## src/rtl/i2c_reg_target.sv

```systemverilog
module i2c_reg_target #(
  parameter logic [2:0] DEV_SEL   = 3'b000,
  parameter logic [8:0] WIN_LO    = 9'h080,
  parameter logic [8:0] WIN_HI    = 9'h10F,
  parameter logic [8:0] CTRL_BASE = 9'h100,
  parameter int         NV_CNT    = 4,
  parameter logic [8:0] WEL_ADDR  = 9'h105,
  parameter int         WEL_BIT   = 7
) (
  input  logic       clk,
  input  logic       rst_n,
  input  logic       scl_i,
  input  logic       sda_i,
  output logic       sda_oe,
  input  logic       wp_n,
  output logic [8:0] rf_addr,
  output logic       rf_nv,
  input  logic [7:0] rf_rdata,
  output logic [7:0] rf_wdata,
  output logic       rf_we,
  output logic       commit
);
  localparam logic [8:0] NV_END  = CTRL_BASE + 9'(NV_CNT);
  localparam logic [6:0] DEV_HDR = {4'b1010, DEV_SEL};

  typedef enum logic [3:0] {
    S_IDLE, S_DEV, S_ACKD, S_ADDR, S_ACKA, S_WDAT, S_ACKW, S_RD, S_RACK, S_DONE
  } st_t;

  st_t        st;
  logic [2:0] scl_p, sda_p;
  logic [1:0] wp_p;
  logic [3:0] cnt;
  logic [7:0] sh;
  logic [8:0] ptr;
  logic       rw, wel, wr_seen, we_seen;

  logic scl_s, scl_q, sda_s, sda_q;
  assign scl_s = scl_p[1];
  assign scl_q = scl_p[2];
  assign sda_s = sda_p[1];
  assign sda_q = sda_p[2];

  logic rise, fall, start, stop;
  assign rise  = scl_s & ~scl_q;
  assign fall  = ~scl_s & scl_q;
  assign start = scl_s & scl_q & sda_q & ~sda_s;
  assign stop  = scl_s & scl_q & ~sda_q & sda_s;

  logic       in_win, wr_ok;
  logic [7:0] rd_byte;
  logic [8:0] map_ptr;
  assign in_win  = (ptr >= WIN_LO) && (ptr <= WIN_HI);
  assign wr_ok   = in_win && wel && wp_p[1];
  assign rd_byte = in_win ? rf_rdata : 8'hFF;
  assign map_ptr = (sh == 8'hFF) ? 9'h100 : {1'b0, sh};

  assign rf_addr  = ptr;
  assign rf_wdata = sh;
  assign rf_nv    = (ptr >= CTRL_BASE) && (ptr < NV_END);

  always_ff @(posedge clk or negedge rst_n) begin
    if (!rst_n) begin
      scl_p <= 3'b111;
      sda_p <= 3'b111;
      wp_p  <= 2'b11;
    end else begin
      scl_p <= {scl_p[1:0], scl_i};
      sda_p <= {sda_p[1:0], sda_i};
      wp_p  <= {wp_p[0], wp_n};
    end
  end

  always_ff @(posedge clk or negedge rst_n) begin
    if (!rst_n) begin
      st      <= S_IDLE;
      cnt     <= '0;
      sh      <= '0;
      ptr     <= '0;
      rw      <= 1'b0;
      wel     <= 1'b0;
      wr_seen <= 1'b0;
      we_seen <= 1'b0;
      sda_oe  <= 1'b0;
      rf_we   <= 1'b0;
      commit  <= 1'b0;
    end else begin
      rf_we  <= 1'b0;
      commit <= 1'b0;
      if (start) begin
        st      <= S_DEV;
        cnt     <= '0;
        sda_oe  <= 1'b0;
        wr_seen <= 1'b0;
        we_seen <= 1'b0;
      end else if (stop) begin
        commit <= (st == S_WDAT) && (cnt == 4'd1) && wr_seen && we_seen;
        st     <= S_IDLE;
        sda_oe <= 1'b0;
      end else if (rise) begin
        case (st)
          S_DEV, S_ADDR, S_WDAT:
            if (cnt < 4'd8) begin
              sh  <= {sh[6:0], sda_s};
              cnt <= cnt + 4'd1;
            end
          S_RACK: if (sda_s) st <= S_DONE;
          default: ;
        endcase
      end else if (fall) begin
        case (st)
          S_DEV:
            if (cnt == 4'd8) begin
              if (sh[7:1] == DEV_HDR) begin
                st     <= S_ACKD;
                sda_oe <= 1'b1;
                rw     <= sh[0];
              end else begin
                st <= S_IDLE;
              end
            end
          S_ACKD, S_RACK:
            if (st == S_RACK || rw) begin
              sh     <= rd_byte;
              sda_oe <= ~rd_byte[7];
              ptr    <= ptr + 9'd1;
              cnt    <= 4'd1;
              st     <= S_RD;
            end else begin
              sda_oe <= 1'b0;
              cnt    <= '0;
              st     <= S_ADDR;
            end
          S_ADDR:
            if (cnt == 4'd8) begin
              ptr    <= map_ptr;
              sda_oe <= 1'b1;
              st     <= S_ACKA;
            end
          S_ACKA: begin
            sda_oe <= 1'b0;
            cnt    <= '0;
            st     <= S_WDAT;
          end
          S_WDAT:
            if (cnt == 4'd8) begin
              sda_oe  <= 1'b1;
              rf_we   <= wr_ok;
              we_seen <= we_seen | wr_ok;
              if (ptr == WEL_ADDR) wel <= sh[WEL_BIT];
              st      <= S_ACKW;
            end
          S_ACKW: begin
            sda_oe  <= 1'b0;
            cnt     <= '0;
            ptr     <= ptr + 9'd1;
            wr_seen <= 1'b1;
            st      <= S_WDAT;
          end
          S_RD:
            if (cnt == 4'd8) begin
              sda_oe <= 1'b0;
              st     <= S_RACK;
            end else begin
              sda_oe <= ~sh[6];
              sh     <= {sh[6:0], 1'b1};
              cnt    <= cnt + 4'd1;
            end
          default: ;
        endcase
      end
    end
  end
endmodule


```

## config.mk

```make
export PLATFORM = sky130hd
export DESIGN_NAME = i2c_reg_target
export DESIGN_NICKNAME = d
export VERILOG_FILES = /design/src/rtl/i2c_reg_target.sv
export SDC_FILE = /design/constraint.sdc
export NUM_CORES = 1
export LEC_CHECK = 0
export BUFFER_PORTS_ARGS = -buffer_cell sky130_fd_sc_hd__buf_2
export CELL_PAD_IN_SITES_DETAIL_PLACEMENT = 1
export CELL_PAD_IN_SITES_GLOBAL_PLACEMENT = 1
export CORE_MARGIN = 3
export CORE_UTILIZATION = 35
export DETAILED_ROUTE_END_ITERATION = 6
export PLACE_DENSITY = 0.64
export SLEW_MARGIN = 20
export SYNTH_ARGS = -nofsm -noshare
export SYNTH_HDL_FRONTEND = slang
export SYNTH_SLANG_ARGS = --single-unit
```

## constraint.sdc

```tcl
create_clock -name clk -period 6.41 [get_ports clk]
set_input_delay 0.641 -clock clk [delete_from_list [all_inputs] [get_ports clk]]
set_output_delay 0.641 -clock clk [all_outputs]
set_load 0.02 [all_outputs]
```

## Word-level counts from Yosys, hierarchy flattened

Index checks and enable logic that the tools add are counted.
Widths: inputs -> output; s select.

- Output and inout port bits: 21
- Logic and storage cells: 169
- Register bits: 40
- Input port bits: 13

- Equal/unequal tests: 34
- Add/subtract/negate cells: 2
- Bitwise operators: 17
- Reduce and logical (&&, ||, !) cells: 34
- Magnitude comparators: 5
- Mux-type cells: 63

Operator list:

| cell | count |
|---|---|
| $mux 4 | 17 |
| $mux 8 | 7 |
| $mux 1 | 29 |
| $mux 9 | 3 |
| $pmux 9 s3 | 1 |
| $pmux 4 s6 | 1 |
| $reduce_and 7->1 | 3 |
| $eq 4x3->1 const B | 4 |
| $pmux 8 s2 | 1 |
| $reduce_and 8->1 | 2 |
| $ne 5x5->1 const B | 3 |
| $ne 4x4->1 const B | 3 |
| $pmux 4 s3 | 1 |
| $reduce_and 6->1 | 2 |
| $reduce_bool 3->1 | 4 |
| $reduce_bool 2->1 | 5 |
| $add 9x1->9 const B | 1 |
| $eq 9x9->1 const B | 1 |
| $ge 9x8->1 const B | 1 |
| $ge 9x9->1 const B | 1 |
| $le 9x9->1 const B | 1 |
| $lt 9x9->1 const B | 1 |
| $ne 3x1->1 const B | 3 |
| $not 1->1 | 9 |
| 28 further kinds | 51 |

## Logic depth before layout (Yosys ltp)

Gate-level depths: netlist of run 1.

- Depth in word-level cells: 11
- Gate-level depth with buffers: 8
- Depth with buffers taken out: 7

## Worst setup path before layout of run 1

OpenSTA, ideal clock, no wires.

- Path kind: reg2reg
- Start point: register scl_p[2]
- End point: register wel
- Setup time: 0.127 ns
- Buffers on the path: 1
- Arrival time: 1.909 ns
- Data required time: 6.283 ns
- Stages on the path, launching flop included: 8
- Path slack: 4.374 ns
- Cells stage by stage: dfstp_2 -> inv_1 -> ha_1 -> clkbuf_1 -> nor2b_1 -> nor3b_1 -> nand4_1 -> mux2_1

- Longest elaborated chain between the ends: 5

RTL lines:

| what | line | RTL |
|---|---|---|
| from (decl) | 31 | `logic [2:0] scl_p, sda_p;` |
| from (signal assigned) | 68 | `scl_p <= {scl_p[1:0], scl_i};` |
| $and 1x1->1 | 47, 48 |  |
| $and 1x1->1, on equally long branches (2 in series) | 48, 47 |  |
| $not 1->1 (no line) | - |  |
| $reduce_and 7->1 (no line) * | - |  |
| to (signal assigned) | 150 | `if (ptr == WEL_ADDR) wel <= sh[WEL_BIT];` |
| to (decl) | 36 | `logic rw, wel, wr_seen, we_seen;` |

Mark *: on every way between the ends. The rest lies on a longest branch, timed or not.
A chain may end at the register's enable or synchronous reset.

## Worst setup path after layout of run 1

- Start point: register st[3]
- End point: register sh[1], in the netlist rf_wdata[1]

- Longest elaborated chain between the ends: 5

RTL lines:

| what | line | RTL |
|---|---|---|
| from (decl) | 30 | `st_t st;` |
| from (signal assigned) | 76 | `st <= S_IDLE;` |
| from (signal assigned) | 91 | `st <= S_DEV;` |
| from (signal assigned) | 98 | `st <= S_IDLE;` |
| $eq 4x4->1 or $eq 4x2->1 (tied branches) | 111, 123 |  |
| $reduce_or 2->1 | 111 | `case (st)` |
| $pmux 8 s2 | 111 |  |
| $mux 8 | 110 | `end else if (fall) begin` |
| $mux 8 | 100 | `end else if (rise) begin` |
| to (signal assigned) | 104 | `sh <= {sh[6:0], sda_s};` |
| to (signal assigned) | 124 | `sh <= rd_byte;` |
| to (signal assigned) | 166 | `sh <= {sh[6:0], 1'b1};` |
| to (decl) | 34 | `logic [7:0] sh;` |

Several ways; a longest one is shown, not always the timed one. The select of a mux whose other input is x is not followed.

==> flow_summary_export.csv, run 1 <==
group,metric,value,unit
logic_synthesis,synthArstFlopShare,100,%
setup_path,start_kind,"flop",
sta,fin_crit_sh,41.2,%
sta,tns,0,ns
drt,vias,2329,
pwr,ir_worst_vdd,0.194,mV
setup_path,criticalPathCategory,"reg -> reg",
drt,wire_per_inst,17.8,um
sta,max_slew_margin,38.5,%
clock_network,clkLatencyLatePin,0.29,ns
sta,period_minus_slack,2.64,ns
floorplan,dieArea,0.00861,mm2
layout,drive_gt1_share,20.4,%
floorplan,die_w,92.8,um
layout,final_cells,417,
setup_path,critical_path.slowest_cell,"dfrtp_1",
min_path,hold-path-endpoint,"wp_p[1]",
clock_network,htreeDepth,2,
floorplan,design.core.area,0.00729,mm2
logic_synthesis,ys_types,60,
setup_path,rr_startpoint,"st[3]",
sta,finalHoldViolations,0,
floorplan,num_io_pins,34,
logic_synthesis,synth_top_area_cell,"dfrtp_1",
setup_path,required,6.59,ns
grt,grt_start_max_net_pins,41,
clock_network,cts_resized,0,
setup_path,cp-end-kind,"flop",
setup_path,reg2reg_slack,3.77,ns
grt,grt_overflow,0,
place,portBuffers,33,
pwr,power.leakage,1.32,nW
layout,num_antenna_cells,0,
setup_path,crit_chain,"nor2b_1 -> a31oi_1 -> a211o_1 -> mux2_4",
sta,rsz0062_at_grt,"false",
clock_network,path_clk_slew,0.08,ns
setup_path,reg2reg_to,"rf_wdata[1]",
flow_run,max_cap_violations,0,
setup_path,reg2reg_depth,4,
floorplan,rows,31,
min_path,min_path_type,"reg -> reg",
layout,multi_input_area,0.00150,mm2
clock_network,post_cts_buffers,0,
logic_synthesis,ys_ff_latch,40,
grt,gr-usage-all-layers,18.0,%
outcome,outcome,"finished, final reports clean",
place,gp_congestion,0.756,
floorplan,fp.dieH,92.8,um
layout,area_growth,12.4,%
layout,fill_cells,897,
clock_network,clock_sink_count,40,
drt,post-route-drc-count,0,
clock_network,numCtsBuffers,5,
logic_synthesis,seq_area_frac_synth,38.3,%
logic_synthesis,yosys_most_used_dff,"dfrtp_1",
setup_path,arrival,2.83,ns
clock_network,clockRootBuffer,"clkbuf_8",
drt,dr.first_iter.drc_count,168,
sta,fin_skew,0.00591,ns
sta,setup_viol,0,
logic_synthesis,synth.avg_cell_area,9.09,um2
drt,drt_first_pass_iters,4,
setup_path,critPathMaxFanout,22,
min_path,hold-path-cell-count,0,
layout,regArea,0.00101,mm2
logic_synthesis,synth_fp_nets,312,
clock_network,cts_hold_buf,0,
grt,grt_pass1_wl,12400,um
logic_synthesis,yosysWarnings,0,
min_path,hold_start,"wp_p[0]",
pwr,p_per_area,343,mW/mm2
floorplan,start_util,36.2,%
logic_synthesis,synth-edff-count,0,
clock_network,cts_tree,"yes",
logic_synthesis,syn-cell-area,0.00264,mm2
setup_path,slowest_delay,0.74,ns
clock_network,clk_path_buf_depth,2,
logic_synthesis,synth_cells,290,
grt,grt_pass1_vias,2320,
sta,tightestPinTransition,0.923,ns
sta,drv_slew,0,
drt,vias_per_cell,5.59,
drt,ant_nets,0,
place,hpwlAfterDp,5390,um
grt,antenna_found_initial,0,
place,dpl.cell_count,409,
layout,nets,339,
sta,max_freq,378,MHz
drt,routed_wl,7410,um
logic_synthesis,synth_top_area_share,30.4,%
logic_synthesis,synth.area.top_cells,"dfrtp_1 (30%), dfstp_2 (8.0%), mux2_4 (4.6%)",
==> layout make-up <==
cell class	count	share of cell area [%]
Clock buffer	6	2.45
Clock inverter	2	1.18
Inverter	13	1.65
Multi-Input combinational cell	223	50.6
Sequential cell	40	34.1
Tap cell	99	4.18
Timing Repair Buffer	34	5.83
==> metrics by stage <==
| step | hold slack (ns) | setup WS, ns | utilization, % | power, W | cell area, um2 |
|---|---|---|---|---|---|
| 4_1_cts | 0.359 | 3.75 | 40.6 | 0.00103 | 2960 |
| 3_3_place_gp | 0.345 | 3.78 | 39.2 | 0.000807 | 2860 |
| 5_1_grt | 0.363 | 3.54 | 40.6 | 0.00110 | 2960 |
| 6_report | 0.358 | 3.77 | 40.6 | 0.00102 | 2960 |
| 2_1_floorplan | 0.345 | 4.37 | - | 0.000703 | 2640 |
| 3_5_place_dp | 0.347 | 3.77 | 39.2 | 0.000813 | 2860 |
==> critical path: cells and delay by family, from the launching register on <==
kind / cells / cell delay, ns
AO/OA/AOI/OAI: 2 / 1.26
flip-flops: 1 / 0.74
multiplexers: 1 / 0.34
AND/OR/NAND/NOR: 1 / 0.19
==> cells by family (layout without fill, tap and decap cells) <==
| group | Yosys count | after routing | share of synthesized area [%] |
|---|---|---|---|
| and+or+nand+nor | 120 | 120 | 24.7 |
| adders and majority gates | 9 | 9 | 4.27 |
| muxes | 12 | 12 | 6.21 |
| DFF | 40 | 40 | 38.3 |
| buffers and inverters | 27 | 55 | 4.79 |
| xor gates and xnor gates | 1 | 1 | 0.332 |
| AOI/OAI and AO/OA | 81 | 81 | 21.3 |
==> cell usage after synthesis (all sizes together), types with 2 or more instances <==
library cell / count
and3b: 2
o22ai: 2
nand2b: 5
and2: 3
nor2b: 7
a21oi: 21
nor2: 31
a31o: 2
o21a: 2
nand4: 3
nor3b: 4
or3b: 2
a32o: 3
clkbuf: 7
a31oi: 5
a22oi: 3
inv: 13
dfstp: 8
nor4: 4
nor3: 10
o21ai: 15
nand3b: 2
a211o: 5
a41oi: 2
a21o: 3
dfrtp: 32
ha: 9
mux2: 11
buf: 7
or3: 2
nand2: 23
nor4b: 4
o2111ai: 2
and4: 3
and3: 3
a22o: 8
nand3: 6
==> worst max path at each step <==
stage,startpoint,to
after floorplan,scl_p[2],wel
after global placement,st[3],rf_wdata[5]
after detailed placement,st[3],rf_wdata[3]
after CTS,st[3],rf_wdata[1]
after global routing,st[2],cnt[3]
final,st[3],rf_wdata[1]
==> placed cells by master (no fill, tap or decap), drive strengths merged, types with 3 or more instances in the layout <==
master,n
and3,3
a32o,3
a22o,8
nor2,31
a22oi,3
mux2,11
nor4b,4
nor3b,4
a211o,5
and2,3
nand3,6
nor3,10
dfrtp,32
a21oi,21
nand2,23
buf,34
nand4,3
dfstp,8
inv,13
nor4,4
a31oi,5
and4,3
nand2b,5
o21ai,15
ha,9
clkbuf,6
nor2b,7
a21o,3
==> power by group <==
part           total (W)  internal (W)  switching [W]  leakage, nW
sequential      0.000416      0.000296       0.000119        0.480
combinational   0.000392      0.000173       0.000219        0.782
clock           0.000209      0.000116      0.0000929       0.0552
==> layer usage <==
metal	global-route usage [%]	vias to the layer above	share of wire, %
met2	29.0	34	48
met5	0	-	0
met3	2.60	4	2.5
li1	-	1129	-
met4	3.66	0	0.68
met1	25.7	1162	49
==> state kept, by name, indices dropped and copies added (netlist names) <==
signal	cells
wp_p	2
wel	1
st	4
rf_addr	9
scl_p	3
sda_oe	1
rf_wdata	8
rf_we	1
rw	1
commit	1
sda_p	3
cnt	4
wr_seen	1
we_seen	1
Note: power is estimated with default switching activity, not from simulation.
==> run 2: changes to the inputs <==
--- a/config.mk
+++ b/config.mk
@@ -5,13 +5,14 @@
 export SDC_FILE = /design/constraint.sdc
 export NUM_CORES = 1
 export LEC_CHECK = 0
+export ABC_AREA = 1
 export BUFFER_PORTS_ARGS = -buffer_cell sky130_fd_sc_hd__buf_2
 export CELL_PAD_IN_SITES_DETAIL_PLACEMENT = 1
 export CELL_PAD_IN_SITES_GLOBAL_PLACEMENT = 1
 export CORE_MARGIN = 3
 export CORE_UTILIZATION = 35
 export DETAILED_ROUTE_END_ITERATION = 6
-export PLACE_DENSITY = 0.64
+export PLACE_DENSITY = 0.7
 export SLEW_MARGIN = 20
 export SYNTH_ARGS = -nofsm -noshare
 export SYNTH_HDL_FRONTEND = slang
==> constraint.sdc (replaced) <==
create_clock -name clk -period 2.2 [get_ports clk]
set_input_delay 0.22 -clock clk [delete_from_list [all_inputs] [get_ports clk]]
set_output_delay 0.22 -clock clk [all_outputs]
set_load 0.02 [all_outputs]
==> flow_summary_export.csv, run 2 <==
group,metric,value,unit
setup_path,criticalPathCategory,"reg -> reg",
floorplan,rows,31,
floorplan,design.core.area,0.00737,mm2
min_path,hold_start,"scl_i",
logic_synthesis,synth-edff-count,0,
pwr,power.leakage,1.55,nW
logic_synthesis,syn-cell-area,0.00270,mm2
logic_synthesis,seq_area_frac_synth,37.4,%
setup_path,critPathMaxFanout,14,
logic_synthesis,synth.avg_cell_area,7.09,um2
layout,mostFrequentLayoutCells,"nand2_1 (117), nor2_1 (48), nand3_1 (39)",
drt,wire_per_inst,15.4,um
drt,drt_first_pass_iters,4,
sta,rsz0062_at_grt,"false",
drt,vias,2622,
flow_run,max_cap_violations,0,
min_path,min_path_type,"in -> reg",
grt,grt_overflow,0,
layout,largest_reg_flops,9,
sta,tns,0,ns
floorplan,start_util,36.7,%
setup_path,rr_startpoint,"scl_p[2]",
layout,area_growth,13.7,%
logic_synthesis,yosys_most_used_dff,"dfrtp_1",
setup_path,reg2reg_slack,0.19,ns
place,hpwlAfterDp,6230,um
min_path,hold-path-cell-count,1,
layout,final_common_cell,"nand2_1",
place,placed_cell_area,0.00298,mm2
pwr,p_per_area,1130,mW/mm2
clock_network,cts_tree,"yes",
setup_path,start_kind,"flop",
logic_synthesis,synth_top_area_cell,"dfrtp_1",
sta,drv_slew,0,
floorplan,die_w,93.9,um
sta,max_slew_margin,39.0,%
sta,setup_viol,0,
setup_path,reg2reg_to,"rf_addr[6]",
setup_path,required,2.43,ns
drt,dr.first_iter.drc_count,106,
drt,routed_wl,8040,um
logic_synthesis,ys_types,29,
place,dp_slack,0.145,ns
clock_network,clockRootBuffer,"clkbuf_8",
layout,fill_cells,990,
clock_network,post_cts_buffers,0,
layout,num_antenna_cells,0,
setup_path,arrival,2.24,ns
place,gp_congestion,0.858,
pwr,ir_worst_vdd,0.441,mV
floorplan,num_io_pins,34,
sta,fin_skew,0.00958,ns
drt,ant_nets,0,
setup_path,worst_path_most_repeated_cell,"nand2_1",
grt,gr-usage-all-layers,19.5,%
setup_path,critical_path.slowest_cell,"dfstp_2",
grt,grt_pass1_vias,2741,
logic_synthesis,yosysWarnings,0,
setup_path,slowest_delay,0.56,ns
clock_network,path_clk_slew,0.08,ns
logic_synthesis,synth_fp_nets,403,
sta,max_freq,498,MHz
logic_synthesis,yosys.cell_count.top_type,"nand2_1",
sta,holdWs,0.0192,ns
sta,period_minus_slack,2.01,ns
sta,tightestPinTransition,0.916,ns
setup_path,reg2reg_depth,9,
layout,multi_input_area,0.00150,mm2
layout,nets,443,
clock_network,htreeDepth,2,
outcome,outcome,"finished, final reports clean",
sta,finalHoldViolations,0,
layout,final_cell_area,0.00307,mm2
floorplan,fp.dieH,93.9,um
sta,fin_crit_sh,91.3,%
logic_synthesis,synth_cells,381,
clock_network,numCtsBuffers,5,
logic_synthesis,synthArstFlopShare,100,%
layout,regArea,0.00101,mm2
drt,vias_per_cell,5.03,
clock_network,clkLatencyLatePin,0.30,ns
grt,antenna_found_initial,0,
grt,grt_start_max_net_pins,41,
clock_network,clock_sink_count,40,
clock_network,clk_path_buf_depth,2,
setup_path,cp-end-kind,"flop",
drt,post-route-drc-count,0,
logic_synthesis,synth.area.top_cells,"dfrtp_1 (30%), nand2_1 (16%), dfstp_2 (7.8%)",
grt,grt_pass1_wl,13600,um
layout,utilization,41.7,%
sta,layout_setup_ws,0.191,ns
logic_synthesis,synth_top_area_share,29.6,%
logic_synthesis,ys_ff_latch,40,
logic_synthesis,synth.top_cells.by_count,"nand2_1 (117), nor2_1 (49), nand3_1 (39), inv_1 (34), dfrtp_1 (32)",
floorplan,dieArea,0.00881,mm2
layout,drive_gt1_share,21.1,%
min_path,hold-path-endpoint,"scl_p[0]",
place,portBuffers,33,
setup_path,crit_chain,"inv_1 -> ha_1 -> nor2_2 -> nand2_1 -> nor2_1 -> inv_2 -> nor2_4 -> nand2_1 -> o21ai_1",
-- run 2: critical path, delay by kind of cell, from the launching register on --
family	cells	cell delay, ns
buf+inv	2	0.15
flops	1	0.56
fa+ha+maj	1	0.25
simple gates	5	0.90
compound gates	1	0.08
-- run 2: how the worst max path moves through the flow --
stage               slack [ns]      from          to
floorplan                 0.42  scl_p[2]  rf_addr[4]
global placement          0.21  scl_p[1]       st[1]
detailed placement        0.14  scl_p[1]       st[1]
CTS                       0.11  scl_p[1]       st[1]
global route              0.01  scl_p[2]  rf_addr[4]
finish                    0.19  scl_p[2]  rf_addr[6]
-- run 2: timing repair --
item,CTS,global route
resized for setup,0,1
hold buffers,0,0
setup endpoints to repair,0,9
-- run 2: cell families after synthesis --
logic type | share of synthesized area [%]
flip-flops | 37.4
adder cells (fa/ha/maj) | 4.17
AND/OR/NAND/NOR | 43.1
XOR/XNOR | 0.972
buffers and inverters | 7.22
AO/OA/AOI/OAI | 7.13
-- run 2: final cells by class --
type	instances	area share [%]
well taps	99	4.03
multi-input cells	297	48.8
clock inverters	1	0.244
flip-flops and latches	40	32.9
clock buffers	7	2.81
repair buffers	37	6.35
inverters	40	4.89
-- run 2: metal layers --
metal / vias up / wire (um) / track usage (%)
met2: 42 / 3760 / 31.6
met1: 1272 / 3920 / 27.5
met4: 0 / 106 / 4.93
met3: 7 / 252 / 2.72
li1: 1301 / - / -
met5: - / 0 / 0
-- run 2: per-stage QoR --
stage                     cells  power [W]
after global placement      513    0.00294
after detailed placement    513    0.00298
final                       521    0.00349
after floorplan             381    0.00241
after CTS                   521    0.00353
after global routing        521    0.00381
-- run 2: report_power, final --
group | internal (W) | switching [W] | leakage, nW
combinational | 0.000567 | 0.00115 | 1.00
clock | 0.000255 | 0.000277 | 0.0445
sequential | 0.000932 | 0.000305 | 0.504
==> run 3: changes to the inputs <==
--- a/config.mk
+++ b/config.mk
@@ -9,6 +9,7 @@
 export BUFFER_PORTS_ARGS = -buffer_cell sky130_fd_sc_hd__buf_2
 export CELL_PAD_IN_SITES_DETAIL_PLACEMENT = 1
 export CELL_PAD_IN_SITES_GLOBAL_PLACEMENT = 1
+export CORE_ASPECT_RATIO = 0.6
 export CORE_MARGIN = 3
 export CORE_UTILIZATION = 35
 export DETAILED_ROUTE_END_ITERATION = 6
==> flow_summary_export.csv, run 3 (same netlist as run 2, synthesis figures left out) <==
group,metric,value,unit
grt,grt_pass1_vias,2695,
setup_path,arrival,2.17,ns
grt,grt_pass1_wl,14200,um
floorplan,fp.dieH,74.1,um
pwr,p_per_area,1210,mW/mm2
outcome,outcome,"finished, final reports clean",
min_path,min_path_type,"in -> async",
grt,grt_overflow,0,
pwr,power.leakage,1.63,nW
flow_run,max_cap_violations,0,
floorplan,start_util,36.6,%
setup_path,required,2.38,ns
sta,finalHoldViolations,0,
pwr,combPwrFrac,46.1,%
drt,routed_wl,8660,um
pwr,p_sw,0.00184,W
clock_network,htreeDepth,2,
clock_network,cts_tree,"yes",
sta,tightestPinTransition,0.832,ns
floorplan,dieArea,0.00885,mm2
sta,fin_crit_sh,90.4,%
clock_network,clockRootBuffer,"clkbuf_16",
grt,gr-usage-all-layers,20.5,%
sta,fin_skew,0.0109,ns
drt,wire_per_inst,16.2,um
clock_network,path_clk_slew,0.07,ns
pwr,seqPwrFrac,32.1,%
layout,largest_reg_flops,9,
place,dpl.cell_count,524,
layout,nets,450,
drt,ant_nets,0,
layout,final_cell_area,0.00321,mm2
setup_path,criticalPathCategory,"reg -> reg",
pwr,p_int,0.00206,W
grt,grt_start_max_net_pins,34,
sta,rsz0062_at_grt,"false",
clock_network,cts_hold_buf,0,
sta,max_freq,503,MHz
clock_network,clock_sink_count,40,
drt,dr.first_iter.drc_count,170,
layout,drive_gt1_share,22.4,%
pwr,ir_worst_vdd,0.491,mV
floorplan,num_io_pins,34,
sta,layout_setup_ws,0.212,ns
drt,vias,2669,
setup_path,start_kind,"flop",
setup_path,cp-end-kind,"flop",
drt,vias_per_cell,5.01,
sta,max_slew_margin,44.5,%
place,portBuffers,33,
floorplan,die_w,119,um
layout,mostFrequentLayoutCells,"nand2_1 (117), nor2_1 (48), nand3_1 (39)",
setup_path,critPathMaxFanout,9,
sta,setup_viol,0,
sta,period_minus_slack,1.99,ns
pwr,clkPwrFrac,21.8,%
clock_network,clkLatencyLatePin,0.29,ns
clock_network,numCtsBuffers,5,
drt,drt_first_pass_iters,4,
sta,holdWs,0.0109,ns
place,gp_congestion,0.913,
place,placed_cell_area,0.00303,mm2
layout,num_antenna_cells,0,
sta,drv_slew,0,
sta,tns,0,ns
layout,area_growth,18.9,%
layout,final_common_cell,"nand2_1",
floorplan,rows,24,
place,hpwlAfterDp,6740,um
layout,final_cells,533,
drt,post-route-drc-count,0,
pwr,p_sw_share,47.2,%
place,dp_slack,0.108,ns
clock_network,clk_path_buf_depth,2,
floorplan,design.core.area,0.00739,mm2
grt,antenna_found_initial,0,
-- run 3: cell types whose count changed in the layout (fill, tap and decap cells not counted) --
| cell | previous run | this run |
|---|---|---|
| clkbuf_8 | 6 | 0 |
| buf_12 | 0 | 1 |
| clkinv_2 | 0 | 1 |
| clkbuf_16 | 0 | 5 |
| clkinvlp_4 | 1 | 0 |
| bufinv_16 | 0 | 1 |
| buf_4 | 4 | 10 |
-- run 3: final timing paths --
| check | start | end | slack (ns) | cells after the start |
|---|---|---|---|---|
| hold / removal | rst_n | rf_addr[6] | 0.01 | 1 |
| hold reg to reg | sda_p[0] | sda_p[1] | 0.36 | 0 |
| setup / recovery | scl_p[1] | rf_wdata[4] | 0.21 | 8 |
| setup reg to reg | scl_p[1] | rf_wdata[4] | 0.21 | 8 |
| max in group asynchronous | rst_n | wp_p[1] | 1.45 | 2 |
| min in group clk | sda_i | sda_p[0] | 0.03 | 1 |
-- run 3: through the flow --
step | power [W] | util, %
2_1_floorplan | 0.00241 | -
3_3_place_gp | 0.00298 | 41.0
3_5_place_dp | 0.00302 | 41.0
4_1_cts | 0.00389 | 43.2
5_1_grt | 0.00421 | 43.5
6_report | 0.00389 | 43.5
-- run 3: per-layer routing --
metal	track usage, %	share of wire (%)
met4	3.68	0.60
met1	32.2	55
met5	0	0
met2	27.9	37
met3	5.70	6.5
-- run 3: timing repair --
action                                  in CTS  in global routing
hold endpoints to repair                     0                  0
endpoints found under the setup margin       0                  9
buffers inserted                             0                  1
resized for setup                            0                  1
-- run 3: cell type report --
| class | instances | area [um2] |
|---|---|---|
| Clock inverter | 2 | 35.0 |
| Multi-Input combinational cell | 297 | 1500 |
| Timing Repair Buffer | 44 | 260 |
| Clock buffer | 6 | 129 |
| Sequential cell | 40 | 1010 |
| Inverter | 40 | 150 |
| Fill cell | 970 | 4170 |
| Tap cell | 104 | 130 |
-- run 3: power by group through the flow --
stage	registers (W)	logic (W)	clock network [W]
floorplan	0.00133	0.00108	0
global placement	0.00125	0.00172	0
detailed placement	0.00126	0.00176	0
CTS	0.00125	0.00178	0.000862
global route	0.00130	0.00201	0.000894
finish	0.00125	0.00180	0.000846
-- run 3: critical path, stage by stage, from the launching register on --
cell     delay, ns
dfstp_2       0.56
ha_1          0.40
inv_1         0.16
nand3_1       0.11
nand2_1       0.13
nor2_4        0.27
nand2_4       0.12
nand2_1       0.08
nand2_1       0.05
